File: src/rtl/cfgreg_pkg.sv
package cfgreg_pkg;

  typedef enum logic [1:0] {
    BIT_STORE = 2'd0,
    BIT_HW    = 2'd1,
    BIT_CONST = 2'd2
  } bit_kind_e;

  function automatic bit_kind_e kind_of(input logic is_hw, input logic is_const);
    if (is_hw)    return BIT_HW;
    if (is_const) return BIT_CONST;
    return BIT_STORE;
  endfunction

endpackage

File: src/rtl/cfgreg_bit.sv
module cfgreg_bit
  import cfgreg_pkg::*;
#(
  parameter bit_kind_e KIND    = BIT_STORE,
  parameter bit        STICKY  = 1'b0,
  parameter bit        LOCKED  = 1'b0,
  parameter bit        ONCE    = 1'b0,
  parameter bit        RST_VAL = 1'b0
) (
  input  logic clk,
  input  logic por_n,
  input  logic rst_any_n,
  input  logic wr_strobe,
  input  logic wdata_bit,
  input  logic lock_active,
  input  logic hw_in,
  output logic rd_bit,
  output logic used_o
);

  generate
    if (KIND == BIT_HW) begin : g_hw
      logic unused_hw;
      assign rd_bit    = hw_in;
      assign used_o    = 1'b0;
      assign unused_hw = ^{clk, por_n, rst_any_n, wr_strobe, wdata_bit, lock_active};
    end else if (KIND == BIT_CONST) begin : g_const
      logic unused_const;
      assign rd_bit       = RST_VAL;
      assign used_o       = 1'b0;
      assign unused_const = ^{clk, por_n, rst_any_n, wr_strobe, wdata_bit, lock_active, hw_in};
    end else begin : g_store
      logic bit_rst_n;
      logic used_q;
      logic take;
      logic store_q;
      logic unused_store;

      // sticky bits see only the power-good reset
      assign bit_rst_n    = STICKY ? por_n : rst_any_n;
      assign unused_store = hw_in;

      if (ONCE) begin : g_once
        always_ff @(posedge clk or negedge bit_rst_n) begin
          if (!bit_rst_n)     used_q <= 1'b0;
          else if (wr_strobe) used_q <= 1'b1;
        end
      end else begin : g_multi
        assign used_q = 1'b0;
      end

      assign take = wr_strobe & ~(LOCKED & lock_active) & ~used_q;

      always_ff @(posedge clk or negedge bit_rst_n) begin
        if (!bit_rst_n) store_q <= RST_VAL;
        else if (take)  store_q <= wdata_bit;
      end

      assign rd_bit = store_q;
      assign used_o = used_q;
    end
  endgenerate

endmodule

File: src/rtl/cfgreg_word.sv
module cfgreg_word
  import cfgreg_pkg::*;
#(
  parameter int              DW         = 16,
  parameter int              BYTES      = DW / 8,
  parameter logic [DW-1:0]   RST_VAL    = '0,
  parameter logic [DW-1:0]   HW_MASK    = '0,
  parameter logic [DW-1:0]   CONST_MASK = '0,
  parameter logic [DW-1:0]   STICKY_MASK = '0,
  parameter logic [DW-1:0]   LOCK_MASK  = '0,
  parameter logic [DW-1:0]   ONCE_MASK  = '0
) (
  input  logic             clk,
  input  logic             por_n,
  input  logic             rst_any_n,
  input  logic [BYTES-1:0] byte_wr,
  input  logic [DW-1:0]    wdata,
  input  logic             lock_active,
  input  logic [DW-1:0]    hw_in,
  output logic [DW-1:0]    rd_word,
  output logic [DW-1:0]    used_word
);

  generate
    for (genvar i = 0; i < DW; i++) begin : g_bit
      cfgreg_bit #(
        .KIND   (kind_of(HW_MASK[i], CONST_MASK[i])),
        .STICKY (STICKY_MASK[i]),
        .LOCKED (LOCK_MASK[i]),
        .ONCE   (ONCE_MASK[i]),
        .RST_VAL(RST_VAL[i])
      ) u_bit (
        .clk        (clk),
        .por_n      (por_n),
        .rst_any_n  (rst_any_n),
        .wr_strobe  (byte_wr[i/8]),
        .wdata_bit  (wdata[i]),
        .lock_active(lock_active),
        .hw_in      (hw_in[i]),
        .rd_bit     (rd_word[i]),
        .used_o     (used_word[i])
      );
    end
  endgenerate

endmodule

File: src/rtl/cfgreg_wr_decode.sv
module cfgreg_wr_decode #(
  parameter int NREG  = 4,
  parameter int AW    = 3,
  parameter int BYTES = 2
) (
  input  logic                    wr_en,
  input  logic [AW-1:0]           addr,
  input  logic [BYTES-1:0]        wr_be,
  output logic [NREG*BYTES-1:0]   byte_wr
);

  generate
    for (genvar r = 0; r < NREG; r++) begin : g_reg
      logic hit;
      assign hit = wr_en & (addr == AW'(r));
      for (genvar b = 0; b < BYTES; b++) begin : g_byte
        assign byte_wr[r*BYTES + b] = hit & wr_be[b];
      end
    end
  endgenerate

endmodule

File: src/rtl/cfgreg_lock_ctl.sv
module cfgreg_lock_ctl #(
  parameter int               TOTAL    = 64,
  parameter logic [TOTAL-1:0] KEY_MASK = '0
) (
  input  logic [TOTAL-1:0] store_flat,
  output logic             lock_active
);

  // stored key bits only: a key written this cycle governs from the next one
  assign lock_active = |(store_flat & KEY_MASK);

endmodule

File: src/rtl/cfgreg_rd_mux.sv
module cfgreg_rd_mux #(
  parameter int NREG = 4,
  parameter int DW   = 16,
  parameter int AW   = 3
) (
  input  logic [NREG*DW-1:0] rd_flat,
  input  logic [AW-1:0]      addr,
  output logic [DW-1:0]      rd_data
);

  always_comb begin
    rd_data = '0;
    for (int r = 0; r < NREG; r++) begin
      if (addr == AW'(r)) rd_data = rd_flat[r*DW +: DW];
    end
  end

endmodule

File: src/rtl/cfgreg_attr_bank.sv
module cfgreg_attr_bank #(
  parameter int NREG  = 4,
  parameter int DW    = 16,
  parameter int AW    = 3,
  parameter logic [NREG*DW-1:0] RST_VAL     = 64'hC300_0000_0000_2211,
  parameter logic [NREG*DW-1:0] HW_MASK     = 64'h00FF_0000_0000_0000,
  parameter logic [NREG*DW-1:0] CONST_MASK  = 64'hFF00_0000_0000_0000,
  parameter logic [NREG*DW-1:0] STICKY_MASK = 64'h0000_FF00_0000_FF00,
  parameter logic [NREG*DW-1:0] KEY_MASK    = 64'h0000_0000_0100_0000,
  parameter logic [NREG*DW-1:0] LOCK_MASK   = 64'h0000_0000_00FF_0000,
  parameter logic [NREG*DW-1:0] ONCE_MASK   = 64'h0000_FFFF_0000_0000
) (
  input  logic                 clk,
  input  logic                 por_n,
  input  logic                 warm_rst_n,
  input  logic                 wr_en,
  input  logic [AW-1:0]        addr,
  input  logic [DW-1:0]        wdata,
  input  logic [DW/8-1:0]      wr_be,
  input  logic [NREG*DW-1:0]   hw_status,
  output logic [DW-1:0]        rd_data
);

  localparam int BYTES = DW / 8;
  localparam int TOTAL = NREG * DW;
  localparam logic [TOTAL-1:0] RO_MASK = HW_MASK | CONST_MASK;

  // illegal attribute mixes stop elaboration
  generate
    if ((DW % 8) != 0) begin : g_bad_width
      $error("register width must be a whole number of bytes");
    end
    if (NREG > (1 << AW)) begin : g_bad_addr
      $error("address too narrow for the register count");
    end
    if ((LOCK_MASK & ONCE_MASK) != '0) begin : g_bad_lock_once
      $error("a bit may not be both lock and write-once");
    end
    if ((STICKY_MASK & RO_MASK) != '0) begin : g_bad_sticky_ro
      $error("sticky does not apply to read-only bits");
    end
    if ((HW_MASK & CONST_MASK) != '0) begin : g_bad_hw_const
      $error("a bit may not be both status and constant");
    end
    if (((KEY_MASK | LOCK_MASK | ONCE_MASK) & RO_MASK) != '0) begin : g_bad_mod_ro
      $error("key, lock and write-once need storage bits");
    end
  endgenerate

  logic                    rst_any_n;
  logic [NREG*BYTES-1:0]   byte_wr;
  logic [TOTAL-1:0]        rd_flat;
  logic [TOTAL-1:0]        used_flat;
  logic                    lock_active;

  assign rst_any_n = por_n & warm_rst_n;

  cfgreg_wr_decode #(
    .NREG (NREG),
    .AW   (AW),
    .BYTES(BYTES)
  ) u_dec (
    .wr_en  (wr_en),
    .addr   (addr),
    .wr_be  (wr_be),
    .byte_wr(byte_wr)
  );

  cfgreg_lock_ctl #(
    .TOTAL   (TOTAL),
    .KEY_MASK(KEY_MASK)
  ) u_lock (
    .store_flat (rd_flat),
    .lock_active(lock_active)
  );

  generate
    for (genvar r = 0; r < NREG; r++) begin : g_reg
      cfgreg_word #(
        .DW         (DW),
        .BYTES      (BYTES),
        .RST_VAL    (RST_VAL[r*DW +: DW]),
        .HW_MASK    (HW_MASK[r*DW +: DW]),
        .CONST_MASK (CONST_MASK[r*DW +: DW]),
        .STICKY_MASK(STICKY_MASK[r*DW +: DW]),
        .LOCK_MASK  (LOCK_MASK[r*DW +: DW]),
        .ONCE_MASK  (ONCE_MASK[r*DW +: DW])
      ) u_word (
        .clk        (clk),
        .por_n      (por_n),
        .rst_any_n  (rst_any_n),
        .byte_wr    (byte_wr[r*BYTES +: BYTES]),
        .wdata      (wdata),
        .lock_active(lock_active),
        .hw_in      (hw_status[r*DW +: DW]),
        .rd_word    (rd_flat[r*DW +: DW]),
        .used_word  (used_flat[r*DW +: DW])
      );
    end
  endgenerate

  cfgreg_rd_mux #(
    .NREG(NREG),
    .DW  (DW),
    .AW  (AW)
  ) u_rd (
    .rd_flat(rd_flat),
    .addr   (addr),
    .rd_data(rd_data)
  );

endmodule

File: config.mk
export PLATFORM = sky130hd
export DESIGN_NAME = cfgreg_attr_bank
export DESIGN_NICKNAME = d
export VERILOG_FILES = /design/src/rtl/cfgreg_pkg.sv /design/src/rtl/cfgreg_bit.sv /design/src/rtl/cfgreg_word.sv /design/src/rtl/cfgreg_wr_decode.sv /design/src/rtl/cfgreg_lock_ctl.sv /design/src/rtl/cfgreg_rd_mux.sv /design/src/rtl/cfgreg_attr_bank.sv
export SDC_FILE = /design/constraint.sdc
export NUM_CORES = 1
export LEC_CHECK = 0
export CORE_UTILIZATION = 50
export DETAILED_ROUTE_END_ITERATION = 16
export GPL_ROUTABILITY_DRIVEN = 0
export PLACE_DENSITY = 0.89
export SETUP_SLACK_MARGIN = 0.2
export SLEW_MARGIN = 20
export SYNTH_ARGS = -nofsm -noshare
export SYNTH_HDL_FRONTEND = slang
export SYNTH_HIERARCHICAL = 1
export SYNTH_SLANG_ARGS = --single-unit
File: constraint.sdc
create_clock -name clk -period 1.48 [get_ports clk]
set_input_delay 0.148 -clock clk [delete_from_list [all_inputs] [get_ports clk]]
set_output_delay 0.148 -clock clk [all_outputs]
set_load 0.02 [all_outputs]
==> qor.yml, run 1 <==
clock_network:
  clk_latency_ns: 0.35
  cts_buffer_depth: 2
  cts_tree: "built"
  numCtsBuffers: 9
  htree_num_levels: 3
  cts.sinks: 64
  path_clk_slew_ns: 0.08
  root_buffer: "clkbuf_8"
layout:
  final_nets: 419
  regArea_mm2: 0.00161
  fin_util_pct: 71.7
  fillers: 386
  multi_input_area_mm2: 0.00195
  areaGrowthSynthToFinish_pct: 39.0
  drive_gt1_share_pct: 63.9
  antenna_cells: 0
  layout.cells.non_filler: 431
routing:
  drc: 1
  met1_length_um: 3710
  routed_wl_um: 8950
  wl_met3_um: 415
  final_antenna_net_count: 0
  met2_length_um: 4540
  routedWlPerCell_um: 20.8
  maxUsedRoutingLayer: "met4"
  viasPerCell: 5.25
  vias: 2261
  firstDrtPassIters: 10
  drt_iter0_drc: 109
job:
  maxCapViolCount: 0
sta:
  fin_crit_sh_pct: 97.9
  fmax_mhz: 690
  setup_tns_ns: 0
  finalMaxSlewViolations: 0
  hold_viol_final: 0
  finClkSkew_ns: 0.0119
  setup_slack_ns: 0.0312
  grt_setup_unrepaired: "true"
  period_minus_slack_ns: 1.45
  setup_viol: 0
floorplan:
  die-width_um: 85.8
  ios: 105
  die_y_um: 85.8
  core_area_mm2: 0.00679
  start_util_pct: 51.6
  rows: 30
  die_area_mm2: 0.00735
global_routing:
  first_global_vias: 2451
  overflow: 0
  grt_use_total_pct: 24.3
  grt_max_degree: 41
  grt_antenna_before_repair: 0
  grt_pass1_wl_um: 13000
logic_synthesis:
  syn_area_per_cell_um2: 14.3
  syn_inst: 246
  syn_nets: 335
  yosysWarnings: 6
  netlist_area_mm2: 0.00351
setup_path:
  required_ns: 1.33
  start_kind: "flip-flop"
  worst-path-max-fanout: 2
  critical_path_class: "flip-flop to primary output"
  crit_path_end_kind: "primary output"
  arrival_ns: 1.30
placement:
  dp_hpwl_um: 4830
  dp_slack_ns: -0.523
  dpl.cell_count: 387
  io_buffers: 48
power_and_ir_drop:
  p_leak_nw: 2.11
  power_density_mw_per_mm2: 1220
  vdd_ir_drop_max_uv: 819
outcome:
  failed_checks: "design-rule violations"
  status: "complete, but fails checks"
worst_hold_path:
  hp-class: "input port to async pin"
flip-flops by register name, summed over array words and instances (netlist names):
register / count
g.u_word/g_bit.u_bit/used_o: 16
g.u_word/g_bit.u_bit/rd_bit: 48
layout by cell type, fill, tap and decap left out, types with 11 or more instances in the layout:
cell and count:
buf_6 16, mux2i_2 13, or2_2 16, buf_4 40
clkdlybuf4s50_1 26, mux2_4 48, nor2b_4 24, clkbuf_8 11
dfrtp_1 60, mux2i_1 18
worst max-delay path: stages, from the launching register on:
cell and delay [ns]:
dfstp_2 0.55, mux2i_2 0.08, o22ai_2 0.18, buf_6 0.14
cell type report:
| cell class | instances | share of cell area [%] |
|---|---|---|
| Sequential cell | 64 | 33.0 |
| Tap cell | 96 | 2.46 |
| Clock inverter | 3 | 0.822 |
| Timing Repair Buffer | 98 | 20.5 |
| Multi-Input combinational cell | 157 | 40.0 |
| Clock buffer | 13 | 3.26 |
where the power goes:
group,internal (mW),switching (mW)
registers,2.18,0.336
clock network,0.867,0.708
logic,1.15,0.697
metrics by stage:
step / instance area (µm²) / power (mW) / hold slack, ns
after global routing: 4870 / 6.15 / 0.201
after CTS: 4750 / 5.67 / 0.179
after global placement: 4200 / 3.71 / 0.492
after detailed placement: 4200 / 3.79 / 0.492
final: 4870 / 5.93 / 0.175
after floorplan: 3530 / 3.36 / -0.148
timing repair:
action                                  4_1_cts  5_1_grt
gates resized for setup                     132       15
hold endpoints to repair                      0        0
buffers inserted                             17       10
pin swaps                                     5        8
hold buffers                                  0        0
gates cloned                                  1        0
endpoints found under the setup margin       58       26
layer usage:
layer / up-vias / GRT usage (%)
met5: - / 0
met4: 0 / 11.4
met3: 27 / 5.87
met2: 76 / 39.1
met1: 1160 / 31.2
li1: 998 / -
worst paths after layout:
kind	startpoint	endpoint	slack, ns	depth (start not counted)
max	g_reg[0].u_word/g_bit[4].u_bit/rd_bit	rd_data[4]	0.03	3
min	por_n	g_reg[2].u_word/g_bit[13].u_bit/rd_bit	0.17	2
max reg2reg	g_reg[1].u_word/g_bit[8].u_bit/rd_bit	g_reg[1].u_word/g_bit[6].u_bit/rd_bit	0.31	3
min reg2reg	g_reg[1].u_word/g_bit[4].u_bit/rd_bit	g_reg[1].u_word/g_bit[4].u_bit/rd_bit	0.52	1
max in group asynchronous	por_n	g_reg[0].u_word/g_bit[4].u_bit/rd_bit	0.91	3
min in group clk	wdata[13]	g_reg[0].u_word/g_bit[13].u_bit/rd_bit	0.49	2
(Power assumes the default switching activity.)
==> run 2, diff against run 1 <==
PLACE_DENSITY = 0.82   (was 0.89)
==> run 2 against run 1 <==
  * The run now ends clean
  * Register-to-register slack hardly changed
  * Total power is 5.4% lower
  * Critical path type unchanged
  * Final cell count fell by 2.1%
  * Clock skew decreased by 0.0022 ns
  * Sequential power decreased by 2%
  * Wire length shrank 21%
  * Non-clock buffer count shrank 9
  * Final area down 6.1%
  * Combinational power fell by 20%
  * Count of clock-buffer cells in the layout fell by 2
  * Die area unchanged
  * Worst hold slack better by 0.0027 ns
  * Largest power group unchanged
==> qor.yml, run 2 (synthesized netlist as in run 1, its figures left out) <==
outcome:
  status: "complete, no violations"  # was complete, but fails checks
setup_path:
  crit_path_max_incr_delay_ns: 0.54  # was 0.55 ns
  arrival_ns: 1.28  # was 1.30 ns
  worst-path-max-fanout: 2  # unchanged
  crit_start: "g_reg[0].u_word/g_bit[13].u_bit/rd_bit"  # was g_reg[0].u_word/g_bit[4].u_bit/rd_bit
  crit_family: "flip-flops"  # unchanged
  rr_startpoint: "g_reg[1].u_word/g_bit[8].u_bit/rd_bit"  # unchanged
  required_ns: 1.33  # about the same
  slowest_stage: "dfstp_2"  # unchanged
  start_kind: "flip-flop"  # unchanged
  crit_path_end_kind: "primary output"  # unchanged
  path_buf_inv: 1  # unchanged
  critical_path_class: "flip-flop to primary output"  # unchanged
  regToRegSetupSlack_ns: 0.32  # was 0.31 ns
  crit_chain: "mux2i_1 > o22ai_1 > buf_4"  # was mux2i_2 > o22ai_2 > buf_6
power_and_ir_drop:
  power_frac_clock_pct: 30.1  # was 26.6%
  vdd_ir_drop_max_uv: 764  # was 819 µV
  switching_share_pct: 26.9  # was 29.3%
  power_density_mw_per_mm2: 1230  # was 1220 mW/mm²
  comb_power_share_pct: 26.1  # was 31.1%
  internal_power_mw: 4.10  # was 4.19 mW
  p_sw_mw: 1.51  # was 1.74 mW
  seq_power_share_pct: 43.8  # was 42.4%
  p_leak_nw: 2.04  # was 2.11 nW
sta:
  period_minus_slack_ns: 1.43  # was 1.45 ns
  fin_crit_sh_pct: 96.7  # was 97.9%
  setup_slack_ns: 0.0485  # was 0.0312 ns
  finalMaxSlewViolations: 0  # unchanged
  setup_viol: 0  # unchanged
  grt_setup_unrepaired: "true"  # unchanged
  hold_viol_final: 0  # unchanged
  finClkSkew_ns: 0.00969  # was 0.0119 ns
  holdWs_ns: 0.178  # was 0.175 ns
  setup_tns_ns: 0  # unchanged
  fmax_mhz: 699  # was 690 MHz
clock_network:
  root_buffer: "clkbuf_8"  # unchanged
  clk_latency_ns: 0.35  # about the same
  path_clk_slew_ns: 0.07  # was 0.08 ns
  cts_hold_buffers: 0  # unchanged
  cts.sinks: 64  # unchanged
  htree_num_levels: 3  # unchanged
  cts_tree: "built"  # unchanged
  cts_buffer_depth: 2  # unchanged
  numCtsBuffers: 9  # unchanged
routing:
  routed_wl_um: 7100  # was 8950 µm
  firstDrtPassIters: 4  # was 10
  routedWlPerCell_um: 16.8  # was 20.8 µm
  drc: 0  # was 1
  final_antenna_net_count: 0  # unchanged
  drt_iter0_drc: 81  # was 109
  viasPerCell: 4.97  # was 5.25
  vias: 2099  # was 2261
global_routing:
  grt_pass1_wl_um: 11600  # was 13000 µm
  first_global_vias: 2247  # was 2451
  grt_max_degree: 41  # unchanged
  grt_use_total_pct: 21.7  # was 24.3%
  overflow: 0  # unchanged
  grt_antenna_before_repair: 0  # unchanged
floorplan:
  start_util_pct: 51.6  # unchanged
  core_area_mm2: 0.00679  # unchanged
  rows: 30  # unchanged
  die_area_mm2: 0.00735  # unchanged
  die-width_um: 85.8  # unchanged
  ios: 105  # unchanged
  die_y_um: 85.8  # unchanged
layout:
  layout.cells.non_filler: 422  # was 431
  layout_common_cells: "60 x dfrtp_1, 48 x mux2_4, 41 x buf_4"  # was 60 x dfrtp_1, 48 x mux2_4, 40 x buf_4
  final_common_cell: "dfrtp_1"  # unchanged
  largest_register_ffs: 48  # unchanged
  final_nets: 410  # was 419
  fin_util_pct: 67.3  # was 71.7%
  antenna_cells: 0  # unchanged
  drive_gt1_share_pct: 55.5  # was 63.9%
  areaGrowthSynthToFinish_pct: 30.4  # was 39.0%
job:
  maxCapViolCount: 0  # unchanged
placement:
  dpl.cell_count: 392  # was 387
  io_buffers: 48  # unchanged
  dp_hpwl_um: 4670  # was 4830 µm
  dp_slack_ns: -0.562  # was -0.523 ns
worst_hold_path:
  hp-class: "input port to async pin"  # unchanged
run 2: routing by layer:
metal	track usage (%)	share of wire (%)
met1	27.8	45
met2	34.6	49
met3	5.00	3.4
met4	10.8	2.5
met5	0	0
run 2: cell type report:
cell class,instances,area (µm²)
clock inverters,5,80.1
multi-input cells,157,1780
well taps,96,120
flip-flops and latches,64,1610
clock buffers,11,141
repair buffers,89,846
fillers,471,2220
run 2: stage by stage:
| stage | power [mW] | cell area (µm²) |
|---|---|---|
| finish | 5.61 | 4570 |
| CTS | 5.56 | 4490 |
| global route | 5.88 | 4570 |
| detailed placement | 3.77 | 4200 |
| global placement | 3.72 | 4200 |
| floorplan | 3.36 | 3530 |
run 2: what timing repair did:
item / in CTS / in global routing
setup buffers: 7 / 7
endpoints found under the hold margin: 0 / 0
endpoints found under the setup margin: 59 / 32
pin swaps: 6 / 4
gates resized for setup: 96 / 11
run 2: worst paths after layout:
| kind | endpoint | cells after the start |
|---|---|---|
| worst max-delay path | rd_data[13] | 3 |
| worst min-delay path | g_reg[2].u_word/g_bit[14].u_bit/used_o | 2 |
| worst max register to register | g_reg[1].u_word/g_bit[2].u_bit/rd_bit | 3 |
| worst min register to register | g_reg[0].u_word/g_bit[6].u_bit/rd_bit | 1 |
| max in group asynchronous | g_reg[0].u_word/g_bit[0].u_bit/rd_bit | 3 |
| min in group clk | g_reg[1].u_word/g_bit[2].u_bit/rd_bit | 2 |
run 2: power by group through the flow:
stage | clock network (mW) | logic [mW] | registers [mW]
after floorplan | 0 | 0.957 | 2.40
after global placement | 0 | 1.26 | 2.46
after detailed placement | 0 | 1.30 | 2.48
after CTS | 1.73 | 1.37 | 2.45
after global routing | 1.81 | 1.57 | 2.50
final | 1.69 | 1.47 | 2.46
run 2: worst reg2reg max path: cells and delay by family, from the launching register on:
kind	cells	cell delay, ns
buf+inv	1	0.22
flops	1	0.38
mux	1	0.30
simple gates	1	0.16
